## config.mk

```make
export PLATFORM = sky130hd
export DESIGN_NAME = useq_core
export DESIGN_NICKNAME = d
export VERILOG_FILES = /design/src/rtl/useq_pkg.sv /design/src/rtl/useq_store.sv /design/src/rtl/useq_runctl.sv /design/src/rtl/useq_addr.sv /design/src/rtl/useq_core.sv
export SDC_FILE = /design/constraint.sdc
export NUM_CORES = 2
export LEC_CHECK = 0
export ABC_AREA = 1
export BUFFER_PORTS_ARGS = -buffer_cell sky130_fd_sc_hd__buf_2
export CAP_MARGIN = 20
export CORE_ASPECT_RATIO = 2
export CORE_UTILIZATION = 65
export CTS_CLUSTER_DIAMETER = 40
export DETAILED_ROUTE_END_ITERATION = 10
export PLACE_DENSITY = 0.82
export SKIP_CTS_REPAIR_TIMING = 1
export SLEW_MARGIN = 20
export SYNTH_ARGS = -nofsm -noshare
export SYNTH_HDL_FRONTEND = slang
export SYNTH_SLANG_ARGS = --single-unit
```

## constraint.sdc

```tcl
create_clock -name clk -period 7.6 [get_ports clk]
set_input_delay 1.52 -clock clk [delete_from_list [all_inputs] [get_ports clk]]
set_output_delay 1.52 -clock clk [all_outputs]
set_load 0.005 [all_outputs]
```

## src/rtl/useq_pkg.sv

```systemverilog
package useq_pkg;
  typedef enum logic [2:0] {
    PH_FETCH  = 3'd0,
    PH_DECODE = 3'd1,
    PH_EXEC   = 3'd2,
    PH_MEM    = 3'd3,
    PH_ADV    = 3'd4
  } phase_e;

  typedef enum logic [1:0] {
    BR_NEXT = 2'd0,
    BR_JUMP = 2'd1,
    BR_ZERO = 2'd2,
    BR_NEG  = 2'd3
  } branch_e;

  localparam int NUM_PHASES = 5;
endpackage

```

## src/rtl/useq_store.sv

```systemverilog
module useq_store #(
  parameter int AW = 6,
  parameter int CW = 25
) (
  input  logic          clk,
  input  logic          rst_n,
  input  logic          wr_en,
  input  logic [AW-1:0] wr_addr,
  input  logic [CW-1:0] wr_data,
  input  logic [AW-1:0] rd_addr,
  output logic [CW-1:0] rd_data
);
  localparam int DEPTH = 1 << AW;

  logic [CW-1:0] words [DEPTH];

  always_ff @(posedge clk) begin
    if (!rst_n) begin
      for (int i = 0; i < DEPTH; i++) words[i] <= '0;
    end else if (wr_en) begin
      words[wr_addr] <= wr_data;
    end
  end

  assign rd_data = words[rd_addr];
endmodule

```

## src/rtl/useq_runctl.sv

```systemverilog
module useq_runctl
  import useq_pkg::*;
(
  input  logic   clk,
  input  logic   rst_n,
  input  logic   free_run,
  input  logic   step_phase,
  input  logic   step_micro,
  input  logic   step_instr,
  input  logic   next_is_zero,
  output phase_e phase,
  output logic   adv,
  output logic   wrap,
  output logic   busy
);
  logic burst_micro, burst_instr;
  logic any_step;
  phase_e phase_nx;

  assign busy     = free_run | burst_micro | burst_instr;
  assign any_step = step_phase | step_micro | step_instr;
  assign adv      = busy | any_step;
  assign wrap     = adv && (phase == PH_ADV);

  always_comb begin
    unique case (phase)
      PH_FETCH:  phase_nx = PH_DECODE;
      PH_DECODE: phase_nx = PH_EXEC;
      PH_EXEC:   phase_nx = PH_MEM;
      PH_MEM:    phase_nx = PH_ADV;
      default:   phase_nx = PH_FETCH;
    endcase
  end

  always_ff @(posedge clk) begin
    if (!rst_n) begin
      phase       <= PH_FETCH;
      burst_micro <= 1'b0;
      burst_instr <= 1'b0;
    end else begin
      if (adv) phase <= phase_nx;
      if (!busy) begin
        if (step_instr)      burst_instr <= !(wrap && next_is_zero);
        else if (step_micro) burst_micro <= !wrap;
      end else begin
        if (burst_instr && wrap && next_is_zero) burst_instr <= 1'b0;
        if (burst_micro && wrap)                 burst_micro <= 1'b0;
      end
    end
  end
endmodule

```

## src/rtl/useq_addr.sv

```systemverilog
module useq_addr
  import useq_pkg::*;
#(
  parameter int AW     = 6,
  parameter int NA_LSB = 17,
  parameter int CW     = NA_LSB + AW + 2
) (
  input  logic          clk,
  input  logic          rst_n,
  input  logic          wrap,
  input  logic [CW-1:0] ctrl,
  input  logic          flag_zero,
  input  logic          flag_neg,
  output logic [AW-1:0] uaddr,
  output logic [AW-1:0] next_addr
);
  localparam int BR_LSB = NA_LSB + AW;

  branch_e       kind;
  logic [AW-1:0] target;
  logic [AW-1:0] seq;

  assign kind   = branch_e'(ctrl[BR_LSB +: 2]);
  assign target = ctrl[NA_LSB +: AW];
  assign seq    = uaddr + AW'(1);

  always_comb begin
    unique case (kind)
      BR_NEXT: next_addr = seq;
      BR_JUMP: next_addr = target;
      BR_ZERO: next_addr = flag_zero ? target : seq;
      default: next_addr = flag_neg  ? target : seq;
    endcase
  end

  always_ff @(posedge clk) begin
    if (!rst_n)    uaddr <= '0;
    else if (wrap) uaddr <= next_addr;
  end
endmodule

```

## src/rtl/useq_core.sv

```systemverilog
module useq_core
  import useq_pkg::*;
#(
  parameter int AW     = 6,
  parameter int NA_LSB = 17,
  parameter int CW     = NA_LSB + AW + 2
) (
  input  logic          clk,
  input  logic          rst_n,
  input  logic          free_run,
  input  logic          step_phase,
  input  logic          step_micro,
  input  logic          step_instr,
  input  logic          flag_zero,
  input  logic          flag_neg,
  input  logic          ld_valid,
  output logic          ld_ready,
  input  logic [AW-1:0] ld_addr,
  input  logic [CW-1:0] ld_data,
  output logic [AW-1:0] uaddr,
  output logic [2:0]    phase,
  output logic [CW-1:0] ctrl_word,
  output logic [NUM_PHASES-1:0] phase_fire
);
  phase_e        ph;
  logic          adv, wrap, busy;
  logic [CW-1:0] rd_word;
  logic [AW-1:0] next_addr;

  useq_store #(.AW(AW), .CW(CW)) u_store (
    .clk     (clk),
    .rst_n   (rst_n),
    .wr_en   (ld_valid && ld_ready),
    .wr_addr (ld_addr),
    .wr_data (ld_data),
    .rd_addr (uaddr),
    .rd_data (rd_word)
  );

  useq_runctl u_run (
    .clk          (clk),
    .rst_n        (rst_n),
    .free_run     (free_run),
    .step_phase   (step_phase),
    .step_micro   (step_micro),
    .step_instr   (step_instr),
    .next_is_zero (next_addr == '0),
    .phase        (ph),
    .adv          (adv),
    .wrap         (wrap),
    .busy         (busy)
  );

  useq_addr #(.AW(AW), .NA_LSB(NA_LSB), .CW(CW)) u_addr (
    .clk       (clk),
    .rst_n     (rst_n),
    .wrap      (wrap),
    .ctrl      (ctrl_word),
    .flag_zero (flag_zero),
    .flag_neg  (flag_neg),
    .uaddr     (uaddr),
    .next_addr (next_addr)
  );

  always_ff @(posedge clk) begin
    if (!rst_n)                      ctrl_word <= '0;
    else if (adv && ph == PH_FETCH)  ctrl_word <= rd_word;
  end

  for (genvar g = 0; g < NUM_PHASES; g++) begin : g_fire
    assign phase_fire[g] = adv && (ph == phase_e'(g));
  end

  assign ld_ready = !busy;
  assign phase    = ph;
endmodule

```

==> results.yml <==
outcome:
  status: "complete, no violations"
logic_synthesis:
  synth_nets: 8252
  synth_area_um2: 75900
  syn-mean-instance-area_um2: 9.24
  synth_cell_type_count: 34
  synth_top_area_frac: 0.633
  synthCells: 8211
  ys_ff_latch: 1636
  synth_area_leaders: "edfxtp_1 63%, nor2_1 12%, nand2_1 9.1%, nand3_1 4.4%, o21ai_0 2.2%"
  yosys.area.top_type: "edfxtp_1"
  yosysSeqAreaShare: 0.643
  ys_warn_count: 0
detailed_routing:
  drtIter0Drc: 9136
  vias_per_cell: 6.14
  antenna_left: 0
  wirelength_um: 235000
  drc: 0
  avgRoutedWirePerCell_um: 24.7
  firstDrtPassIters: 7
  vias: 58400
die:
  dieArea_um2: 118000
  core_region_area_um2: 115000
  rows: 176
  die_h_um: 485
  start_util: 0.657
  io_pins: 80
  die_w_um: 244
cts:
  worstSkewPairLatency_ns: 0.80
  cts_inserted_buffers: 139
  cts_tree: "built"
  clock_path_buffers: 3
  path_clk_slew_ns: 0.06
  htree_levels: 4
  cts.sinks: 1636
  cts_root_buf: "clkbuf_16"
timing:
  fin_crit_ns: 4.59
  tns_ns: 0
  final_max_slew_viol_count: 0
  hold_ws_ns: 0.571
  max_freq_mhz: 218
  finalSetupViolations: 0
  setup_ws_ns: 3.01
  period_share: 0.604
  skew_ns: 0.0220
  worst_slew_pin_slew_ns: 1.29
  rsz0062_at_grt: "no"
  max_slew_margin: 0.135
  finalHoldViolCount: 0
global_routing:
  grt_pass1_vias: 54500
  overflow: 0
  grt_pass1_wl_um: 338000
  antenna_found_initial: 6
  grt_usage: 0.395
  grt_max_degree: 230
flow_run:
  max_cap_viol_count: 0
power_and_ir_drop:
  p_sw_mw: 4.94
  clock_power_share: 0.378
  combPwrFrac: 0.092
  ir_drop_mv: 0.276
  p_leak_nw: 33.5
  swShare: 0.252
  power_density_nw_per_um2: 242
  p_int_mw: 14.7
  p_seq_frac: 0.529
placement:
  dpl_cell_area_um2: 76000
  hpwl_um: 143000
  place_ws_ns: 2.40
  io_buffers: 79
  place_congestion: 1.07
setup_path:
  crit_path_start_kind: "input pin"
  path_class: "in -> out"
  required_ns: 6.08
  crit_arrival_ns: 3.07
  crit_fanout: 6
  end_kind: "primary output"
layout:
  area_delta_synth_final_pct: 6.62
  fin_util: 0.701
  nets: 7914
  drive_gt1_frac: 0.0653
  final_cell_area_um2: 80900
min_path:
  min-delay-path-class: "reg -> reg"
[worst max-delay path: stages]
cell	delay, ns
buf_2	0.10
nor3_4	0.06
nand2_1	0.28
inv_1	0.13
nor2_1	0.21
nand2_1	0.15
nor2_1	0.41
buf_2	0.20
[path summary, 6_finish.rpt]
path | from | end | slack [ns] | cells after the start
worst max-delay path | free_run | phase_fire[3] | 3.01 | 8
worst min-delay path | ctrl_word[1] | ctrl_word[1] | 0.57 | 4
worst max register to register | u_addr.uaddr[2] | ctrl_word[10] | 3.16 | 10
worst min register to register | ctrl_word[1] | ctrl_word[1] | 0.57 | 4
[area by class of cell]
| type | instances | area (um^2) |
|---|---|---|
| clock buffers | 179 | 3860 |
| flip-flops and latches | 1636 | 48800 |
| well taps | 1513 | 1890 |
| clock inverters | 78 | 820 |
| repair buffers | 160 | 1190 |
| inverters | 478 | 1840 |
| diodes | 6 | 15.0 |
| multi-input cells | 5458 | 22500 |
| fillers | 8273 | 34500 |
[layout by cell type (no fill, tap or decap), types with 6 or more instances in the layout]
master and instances:
inv_1 440, bufinv_16 13, inv_2 6, nand2_1 1828
nor2_1 2378, inv_6 13, clkinv_1 22, clkbuf_16 147
o21ai_0 338, clkbuf_8 6, nand3_1 665, nor4_4 11
clkinv_4 6, a21oi_1 116, clkinvlp_4 7, buf_12 8
buf_4 67, nand2_2 69, diode_2 6, or2_2 18
nor3_2 6, buf_2 78, dfxtp_1 32, nor3_1 9
clkinv_2 43, edfxtp_1 1600, clkbuf_1 26
[registers in the layout, summed over array words and instances, names as in the netlist]
register and flops:
u_store.words 1600, ctrl_word 25, u_addr.uaddr 6, u_run.phase 3
u_run.burst_instr 1, u_run.burst_micro 1
[cell usage after synthesis, drive strengths merged]
cell and instances:
o21ai 339, nand4 3, clkbuf 445, nand3 666, edfxtp 1600, xor2 2
o211ai 1, a211oi 2, nor4 12, nor3b 1, buf 194, nor3 17
mux2i 2, xnor2 1, nand2 1898, or2 18, a21oi 116, nor2 2379
dfxtp 36, ha 1, inv 476, clkinv 2
[stage by stage]
stage	total power [mW]	std cells
2_1_floorplan	11.5	8211
3_3_place_gp	12.2	9237
3_5_place_dp	12.3	9237
4_1_cts	19.4	9494
5_1_grt	19.9	9503
6_report	19.6	9508
[per-layer routing]
metal	GRT usage	wire, um
met5	0	52
met4	0.343	25200
met3	0.0859	30600
met2	0.617	107000
met1	0.464	72100
[logic make-up after synthesis]
logic type	after synthesis	share of synthesized area
simple gates	4994	0.265
flops	1636	0.643
buf+inv	1117	0.0613
compound gates	458	0.0303
xor+xnor	3	0.000346
mux	2	0.000264
fa+ha+maj	1	0.000165
[power groups by stage]
stage / Combinational [mW] / Sequential, mW / Clock (mW)
finish: 1.81 / 10.4 / 7.42
CTS: 1.70 / 10.4 / 7.36
detailed placement: 1.68 / 10.6 / 0
floorplan: 0.990 / 10.5 / 0
global placement: 1.66 / 10.6 / 0
global route: 1.87 / 10.4 / 7.66
Power figures use the tool's default switching activity.
